**src/rtl/lsagu_pkg.sv**
```systemverilog
package lsagu_pkg;
    localparam int XLEN  = 32;
    localparam int LANES = XLEN / 8;

    typedef enum logic [2:0] {
        SZ_WORD  = 3'd0,
        SZ_UBYTE = 3'd1,
        SZ_SBYTE = 3'd2,
        SZ_UHALF = 3'd3,
        SZ_SHALF = 3'd4,
        SZ_DWORD = 3'd5
    } size_e;

    typedef enum logic [1:0] {
        IX_OFFSET = 2'd0,
        IX_PRE    = 2'd1,
        IX_POST   = 2'd2,
        IX_RSVD   = 2'd3
    } idx_e;

    typedef enum logic {
        IDLE  = 1'b0,
        DW_HI = 1'b1
    } seq_state_e;
endpackage

```
**src/rtl/lsagu_addr.sv**
```systemverilog
module lsagu_addr
    import lsagu_pkg::*;
#(
    parameter int IMM_W = 12,
    parameter int SH_W  = 2
) (
    input  logic [XLEN-1:0]  base,
    input  logic [XLEN-1:0]  reg_off,
    input  logic [IMM_W-1:0] imm,
    input  logic             use_reg,
    input  logic [SH_W-1:0]  shamt,
    input  logic             sub,
    input  idx_e             mode,
    output logic [XLEN-1:0]  addr,
    output logic             wb_req,
    output logic [XLEN-1:0]  wb_val
);
    logic [XLEN-1:0] offset;
    logic [XLEN-1:0] sum;

    always_comb begin
        offset = use_reg ? (reg_off << shamt) : XLEN'(imm);
        sum    = sub ? (base - offset) : (base + offset);
        unique case (mode)
            IX_PRE: begin
                addr   = sum;
                wb_req = 1'b1;
                wb_val = sum;
            end
            IX_POST: begin
                addr   = base;
                wb_req = 1'b1;
                wb_val = sum;
            end
            default: begin
                addr   = sum;
                wb_req = 1'b0;
                wb_val = base;
            end
        endcase
    end
endmodule

```
**src/rtl/lsagu_lane.sv**
```systemverilog
module lsagu_lane
    import lsagu_pkg::*;
(
    input  size_e            size,
    input  logic [1:0]       lo,
    input  logic [XLEN-1:0]  st_data,
    input  logic [XLEN-1:0]  rdata,
    output logic [LANES-1:0] be,
    output logic [XLEN-1:0]  wdata,
    output logic [XLEN-1:0]  ld_val
);
    logic [7:0]  byte_sel;
    logic [15:0] half_sel;

    always_comb begin
        byte_sel = rdata[8*lo +: 8];
        half_sel = lo[1] ? rdata[31:16] : rdata[15:0];
        be       = '1;
        wdata    = st_data;
        ld_val   = rdata;
        unique case (size)
            SZ_UBYTE, SZ_SBYTE: begin
                be     = LANES'(1) << lo;
                wdata  = {LANES{st_data[7:0]}};
                ld_val = (size == SZ_SBYTE) ? {{(XLEN-8){byte_sel[7]}}, byte_sel}
                                            : {{(XLEN-8){1'b0}}, byte_sel};
            end
            SZ_UHALF, SZ_SHALF: begin
                be     = lo[1] ? 4'b1100 : 4'b0011;
                wdata  = {2{st_data[15:0]}};
                ld_val = (size == SZ_SHALF) ? {{(XLEN-16){half_sel[15]}}, half_sel}
                                            : {{(XLEN-16){1'b0}}, half_sel};
            end
            default: ;
        endcase
    end


    always_comb begin
        if (size == SZ_UBYTE || size == SZ_SBYTE)
            byte_lane_onehot_chk: assert ($countones(be) == 1);
    end
endmodule

```
**src/rtl/lsagu_seq.sv**
```systemverilog
module lsagu_seq
    import lsagu_pkg::*;
(
    input  logic            clk,
    input  logic            rst_n,
    input  logic            start,
    input  logic [XLEN-1:0] lo_addr,
    input  logic            lo_load,
    input  logic [XLEN-1:0] hi_data_in,
    output logic            busy,
    output logic [XLEN-1:0] hi_addr,
    output logic            hi_load,
    output logic [XLEN-1:0] hi_data
);
    seq_state_e state, state_nx;

    always_comb begin
        state_nx = state;
        unique case (state)
            IDLE:  if (start) state_nx = DW_HI;
            DW_HI: state_nx = IDLE;
        endcase
    end

    always_ff @(posedge clk or negedge rst_n) begin
        if (!rst_n) begin
            state   <= IDLE;
            hi_addr <= '0;
            hi_load <= 1'b0;
            hi_data <= '0;
        end else begin
            state <= state_nx;
            if (state == IDLE && start) begin
                hi_addr <= lo_addr + XLEN'(4);
                hi_load <= lo_load;
                hi_data <= hi_data_in;
            end
        end
    end

    always_comb busy = (state == DW_HI);


    dw_second_follows_start_chk: assert property (@(posedge clk) disable iff (!rst_n)
        busy |-> $past(start));

    dw_busy_one_cycle_chk: assert property (@(posedge clk) disable iff (!rst_n)
        busy |=> !busy);
endmodule

```
**src/rtl/lsagu_top.sv**
```systemverilog
module lsagu_top
    import lsagu_pkg::*;
#(
    parameter int IMM_W = 12,
    parameter int SH_W  = 2
) (
    input  logic             clk,
    input  logic             rst_n,
    input  logic             req_valid,
    input  logic             req_load,
    input  logic [2:0]       req_size,
    input  logic [1:0]       req_mode,
    input  logic             req_sub,
    input  logic             off_sel_reg,
    input  logic [SH_W-1:0]  off_shift,
    input  logic [IMM_W-1:0] off_imm,
    input  logic [31:0]      base_val,
    input  logic [31:0]      off_reg_val,
    input  logic [31:0]      st_lo,
    input  logic [31:0]      st_hi,
    input  logic [31:0]      mem_rdata,
    output logic             mem_en,
    output logic             mem_we,
    output logic [31:0]      mem_addr,
    output logic [3:0]       mem_be,
    output logic [31:0]      mem_wdata,
    output logic [31:0]      ld_value,
    output logic             wb_en,
    output logic [31:0]      wb_value,
    output logic             busy
);
    size_e            size;
    idx_e             mode;
    logic [XLEN-1:0]  ea;
    logic             wb_req;
    logic [XLEN-1:0]  wb_sum;
    logic [LANES-1:0] lane_be;
    logic [XLEN-1:0]  lane_wdata;
    logic [XLEN-1:0]  lane_ld;
    logic             dw_start;
    logic [XLEN-1:0]  hi_addr;
    logic             hi_load;
    logic [XLEN-1:0]  hi_data;

    always_comb begin
        size     = size_e'(req_size);
        mode     = idx_e'(req_mode);
        dw_start = req_valid && !busy && (size == SZ_DWORD);
    end

    lsagu_addr #(.IMM_W(IMM_W), .SH_W(SH_W)) u_addr (
        .base(base_val), .reg_off(off_reg_val), .imm(off_imm),
        .use_reg(off_sel_reg), .shamt(off_shift), .sub(req_sub), .mode(mode),
        .addr(ea), .wb_req(wb_req), .wb_val(wb_sum)
    );

    lsagu_lane u_lane (
        .size(size), .lo(ea[1:0]), .st_data(st_lo), .rdata(mem_rdata),
        .be(lane_be), .wdata(lane_wdata), .ld_val(lane_ld)
    );

    lsagu_seq u_seq (
        .clk(clk), .rst_n(rst_n), .start(dw_start), .lo_addr(ea),
        .lo_load(req_load), .hi_data_in(st_hi), .busy(busy),
        .hi_addr(hi_addr), .hi_load(hi_load), .hi_data(hi_data)
    );

    always_comb begin
        if (busy) begin
            mem_en    = 1'b1;
            mem_we    = !hi_load;
            mem_addr  = hi_addr;
            mem_be    = hi_load ? '0 : '1;
            mem_wdata = hi_data;
            ld_value  = mem_rdata;
            wb_en     = 1'b0;
        end else begin
            mem_en    = req_valid;
            mem_we    = req_valid && !req_load;
            mem_addr  = ea;
            mem_be    = (req_valid && !req_load) ? lane_be : '0;
            mem_wdata = lane_wdata;
            ld_value  = lane_ld;
            wb_en     = req_valid && wb_req;
        end
        wb_value = wb_sum;
    end


    no_wb_while_busy_chk: assert property (@(posedge clk) disable iff (!rst_n)
        busy |-> !wb_en);

    dw_hi_addr_step_chk: assert property (@(posedge clk) disable iff (!rst_n)
        busy |-> mem_addr == $past(mem_addr) + 32'd4);

    post_uses_base_chk: assert property (@(posedge clk) disable iff (!rst_n)
        (req_valid && !busy && req_mode == 2'd2) |-> (mem_addr == base_val && wb_en));

    load_no_be_chk: assert property (@(posedge clk) disable iff (!rst_n)
        (mem_en && !mem_we) |-> (mem_be == 4'b0000));
endmodule

```
**config.mk**
```make
export PLATFORM = sky130hd
export DESIGN_NAME = lsagu_top
export DESIGN_NICKNAME = d
export VERILOG_FILES = /design/src/rtl/lsagu_pkg.sv /design/src/rtl/lsagu_addr.sv /design/src/rtl/lsagu_lane.sv /design/src/rtl/lsagu_seq.sv /design/src/rtl/lsagu_top.sv
export SDC_FILE = /design/constraint.sdc
export NUM_CORES = 1
export LEC_CHECK = 0
export BUFFER_PORTS_ARGS = -buffer_cell sky130_fd_sc_hd__buf_4
export CORE_MARGIN = 2
export CORE_UTILIZATION = 47
export CTS_CLUSTER_DIAMETER = 40
export CTS_CLUSTER_SIZE = 20
export DETAILED_ROUTE_END_ITERATION = 16
export PLACE_DENSITY_LB_ADDON = 0.2
export SYNTH_ARGS = -nofsm -noshare
export SYNTH_HDL_FRONTEND = slang
export SYNTH_SLANG_ARGS = --single-unit
```
**constraint.sdc**
```tcl
create_clock -name clk -period 12.8 [get_ports clk]
set_input_delay 1.92 -clock clk [delete_from_list [all_inputs] [get_ports clk]]
set_output_delay 1.92 -clock clk [all_outputs]
set_load 0.01 [all_outputs]
```
# Yosys cells after proc, flatten, opt, wreduce, memory -nomap -nowiden

Index checks and enable logic that the tools add are counted.

Register bits after elaboration: 66
Input port bits: 185
Logic and storage cells: 52
Output and inout bits: 136

Eq/ne operators: 7
Mux-type cells: 23
Reductions and logical operators: 11
Shifts and indexed selects: 3
Add/subtract/negate cells: 3
Bitwise logic cells: 1

Operator list:

| operator                                                              | count |
|---|---|
| 32-bit two-way mux                                                    | 9 |
| 32-bit case mux with 2 select lines                                   | 2 |
| 32-bit by 3-bit adder with 32-bit output, second input constant       | 1 |
| 32-bit adder                                                          | 1 |
| 32-bit by 6-bit variable part select with 8-bit output                | 1 |
| 32-bit by 2-bit left shift with 32-bit output                         | 1 |
| 32-bit subtractor                                                     | 1 |
| 16-bit two-way mux                                                    | 1 |
| 4-bit two-way mux                                                     | 4 |
| 4-bit case mux with 2 select lines                                    | 1 |
| 3-bit by 2-bit equality test with 1-bit output, second input constant | 2 |
| 3-bit equality test, second input constant                            | 2 |
| 2-bit OR reduction                                                    | 3 |
| 1-bit logical AND                                                     | 5 |
| 1-bit two-way mux                                                     | 5 |
| 1-bit by 2-bit left shift with 4-bit output, first input constant     | 1 |
| 3-bit by 1-bit equality test with 1-bit output, second input constant | 1 |
| 1-bit logical NOT                                                     | 3 |
| 2-bit by 1-bit equality test with 1-bit output, second input constant | 1 |
| 2-bit equality test, second input constant                            | 1 |
| 1-bit case mux with 2 select lines                                    | 1 |
| 1-bit NOT                                                             | 1 |

# Logic depth before layout (Yosys ltp)

Depth after elaboration: 9
Gate-level depth with buffers: 29
Gate-level depth less buffers: 23

# Cells and area by module

Synthesis repeated with hierarchy kept, for this count alone.

Cells, all modules: 1,259
Area, all modules: 10,630.2 µm²

By module, submodules not included:

| module     | cells an instance | seq. area each (µm²) | instances | area an instance (µm²) |
|---|---|---|---|---|
| lsagu_addr | 696               | 0.0                  | 1         | 4,573.1 |
| lsagu_seq  | 259               | 1,651.6              | 1         | 2,979.1 |
| lsagu_top  | 118               | 0.0                  | 1         | 1,726.7 |
| lsagu_lane | 186               | 0.0                  | 1         | 1,351.3 |

# Worst setup path after synthesis

No wires, ideal clock.

Kind: input to output
From: input off_shift[0]
To: output mem_addr[31]
Setup slack: 4,426 ps
Required time: 10,880 ps
Arrival time: 6,454 ps
Path buffers: 1
Cell stages on the path: 22
Cell sequence: mux4_1 mux2i_4 nor4b_4 and3_2 and2_1 o21a_1 and3_1 clkbuf_1 and3_1 nor2_1 xor2_1 ha_1 a211oi_1 o21bai_1 o41ai_1 nand2_1 o21ai_0 o221ai_1 a21oi_1 xnor2_1 mux2i_4 o21ai_0

Word-level cells in the longest chain between the ends: 6
Elaborated cells between the ends (all ways): 7
Those cells by class: add/sub: 2; shift: 1; mux: 4

RTL lines:

| what                                              | line             | RTL |
|---|---|---|
| start: declaration                                | lsagu_top.sv:15  | `input logic [SH_W-1:0] off_shift,` |
| 32-bit by 2-bit left shift with 32-bit output *   | lsagu_addr.sv:22 | `offset = use_reg ? (reg_off << shamt) : XLEN'(imm);` |
| 32-bit two-way mux *                              | lsagu_addr.sv:22 |  |
| 32-bit adder or 32-bit subtractor (tied branches) | lsagu_addr.sv:23 | `sum = sub ? (base - offset) : (base + offset);` |
| 32-bit two-way mux *                              | lsagu_addr.sv:23 |  |
| 32-bit two-way mux *                              | lsagu_addr.sv:24 | `unique case (mode)` |
| 32-bit two-way mux *                              | lsagu_top.sv:69  | `if (busy) begin` |
| end: declaration                                  | lsagu_top.sv:24  | `output logic [31:0] mem_addr,` |

Every way passes the cells marked *; elsewhere a longest branch is shown, timed or not.

# Worst setup path after layout

Ends and elaborated chain as after synthesis.

==> metrics.txt <==
outcome finished clean; Final Critical Period 9.42 ns; Simple-Gate Fraction of Synth Area 23.9%; Arr. time, crit path 7.50 ns; Synth Area in Compound Gates 26.5%; CP Max Fanout 41; final slew viol count 0; mean post-synth cell area 7.21 sq um; Final Hold Fails 0; fraction of layout cells with a size suffix above 1 27.8%; Iteration-0 DRC Markers 693; top-area cell type share of the netlist area 17.7%; DR vias 10300; top cells by area, synth dfrtp_1 (18%), nand2_1 (12%), o21ai_0 (7.8%); Starting Density 47.8%; Pre-antenna DRT Iters 5; kind of cell adding the most delay to the critical path compound AO/OA/AOI/OAI gates; Min Hold Slack 0.472 ns; number of nets with antenna violations after routing 0; routed len/inst 18.3 um; Synth Warn # 0; Hold Buf Count CTS 0; clock transition at the registers of the reported paths 0.05 ns; multiplexer share of the synthesized area 14.5%; leakage 5.61 nW; Core Box Area 0.0195 sq mm; total negative slack 0 ns; area occupied by multi-input gates 0.00718 sq mm; Main synth FF type dfrtp_1; Slew headroom 24.6%; # IOs 321; flops & latches, synth 66; antenna violations before repair 1; first-pass GRT wire length 49700 um; f_max 0.106 GHz; commonest non-fill, non-tap cells in the layout buf_4 (327), nand2_1 (285), o21ai_0 (146); xor and xnor area share after synthesis 7.42%; Post-Route WL 33100 um; synth-to-layout area growth 29.2%; H-tree levels 3; count of cell types in the netlist 86; post-synthesis instance area 0.00931 sq mm; Pwr Density 109 mW/mm^2; RSZ-0062 raised after global routing false; post-CTS setup buffers 0; Post-synth EDFFs 0; Overall Global Routing Usage 30.4%; CP endpoint kind output port; Setup Skew 0.0103 ns; cells after synthesis 1292; die height 145 um; fillcell total 1832; largest area contributor in the netlist dfrtp_1; CP peak stage delay 0.67 ns; sequential share of the synthesized area 17.7%; Detailed Place HPWL 26400 um; CP max-delay cell mux4_1; crit share post-route 73.6%; FFs w/ async S/R, synth 100%; Max clock buf depth 2; largest net degree at the start of global routing 85; CTS tree yes; vias per cell 5.70; Reg area 0.00166 sq mm; main combinational cell family by area after synthesis compound AO/OA/AOI/OAI gates; commonest non-fill, non-tap cell in the layout buf_4; vias in the first global route 9108; die area 0.0210 sq mm; Root Driver clkbuf_16; Synth Area in Adders 4.78%; gpl congestion 0.919; peak supply drop 0.0699 mV; Worst Tran Pin Value 1.13 ns; grt total ovfl 0; CTS Sinks 66; Finish-stage setup viols 0; Data required, critical path 10.88 ns; Setup CP Type primary input to output port; total of cells resized after clock tree synthesis 0; Worst Hold Class register to register; Crit path buffers/inverters 2; Post-Syn Nets 1512; drt drc 0; Num CTS Buffers 9; CP cell instances buf_4, mux4_1, mux2i_4, nor4b_4, and3_2, and2_1, o21a_1, and3_1, and3_1, nor2_1, xor2_1, ha_1, a211oi_1, o21bai_1, o41ai_1, nand2_1, o21ai_0, o221ai_1, a21oi_1, xnor2_1, mux2i_4, o21ai_0, buf_4; die width 145 um; row count 51; Nets 1764; insertion delay to the later sink of the worst-skew pair 0.33 ns; Setup crit start kind primary input; MaxCap Viol Count 0; PortBufs 320
-- registers in the layout (all words and copies together), names as in the netlist --
register	flops
u_seq.busy	1
u_seq.hi_addr	32
u_seq.hi_data	32
u_seq.hi_load	1
-- worst paths after layout --
kind                                                    start                       endpoint  slack, ns  cells after the start
worst max-delay path                             off_shift[0]                   mem_addr[31]       3.38                     23
worst min-delay path            u_seq.hi_addr[18]$_DFFE_PN0P_  u_seq.hi_addr[18]$_DFFE_PN0P_       0.47                      2
worst max register to register           u_seq.busy$_DFF_PN0_  u_seq.hi_addr[31]$_DFFE_PN0P_       9.86                      6
worst min register to register  u_seq.hi_addr[18]$_DFFE_PN0P_  u_seq.hi_addr[18]$_DFFE_PN0P_       0.47                      2
max in group asynchronous                               rst_n           u_seq.busy$_DFF_PN0_      10.43                      1
min in group asynchronous                               rst_n   u_seq.hi_addr[2]$_DFFE_PN0P_       1.70                      1
-- logic make-up after synthesis --
kind of cell | count (synthesis)
adders and majority gates | 35
DFF | 66
xor gates and xnor gates | 78
muxes | 107
AOI/OAI and AO/OA | 396
buffers and inverters | 120
and+or+nand+nor | 490
-- synth_stat cells, types with 9 or more instances --
library cell and instances:
nor3_1 17, nor2_1 59, o21a_1 16, clkbuf_1 64, mux4_2 13, a21o_1 32
a21oi_1 96, mux2_2 45, inv_1 31, nand2_1 286, buf_2 9, o21ai_0 146
buf_1 9, and2_1 9, a22o_1 10, ha_1 34, mux2i_1 44, nand3_1 26
dfrtp_1 66, o31ai_1 10, xor2_1 46, and3_1 11, xnor2_1 31, nor2b_1 16
nand2b_1 13, a31oi_1 16, a211oi_1 13, nand4_1 19
-- power breakdown --
| part | internal, mW | total (mW) | leakage, nW | switching (mW) |
|---|---|---|---|---|
| Sequential | 0.261 | 0.287 | 0.826 | 0.0258 |
| Combinational | 0.350 | 0.791 | 4.66 | 0.441 |
| Clock | 0.132 | 0.229 | 0.124 | 0.0972 |
-- layer usage --
metal	GRT usage (%)	vias up	wire length, um	share of wire [%]
met2	51.5	393	15500	47
met5	0	-	0	0
met4	12.1	0	1320	4.0
met3	5.20	71	2570	7.8
met1	38.5	4741	13700	41
li1	-	5135	-	-
-- through the flow --
stage | utilization (%) | area (sq um) | total power [mW] | instances | setup WS [ns]
floorplan | - | 9310 | 0.766 | 1292 | 4.43
global placement | 60.4 | 11800 | 1.06 | 1798 | 3.55
detailed placement | 60.4 | 11800 | 1.07 | 1798 | 3.43
CTS | 61.8 | 12000 | 1.30 | 1814 | 3.42
global route | 61.8 | 12000 | 1.40 | 1815 | 2.85
finish | 61.8 | 12000 | 1.31 | 1815 | 3.38
-- tightest hold or removal path, delay by kind of cell (launching register included) --
kind | cells | cell delay, ns
AND/OR/NAND/NOR | 1 | 0.05
AO/OA/AOI/OAI | 1 | 0.06
flip-flops | 1 | 0.33
-- area by class of cell --
class                   count  share of cell area, %
flip-flops and latches     66                   13.8
clock inverters             7                  0.437
inverters                  34                   1.06
clock buffers               9                   1.87
well taps                 265                   2.76
diodes                      1                 0.0208
multi-input cells        1106                   59.7
repair buffers            327                   20.4
No activity file was read; power rests on OpenSTA's default activity.
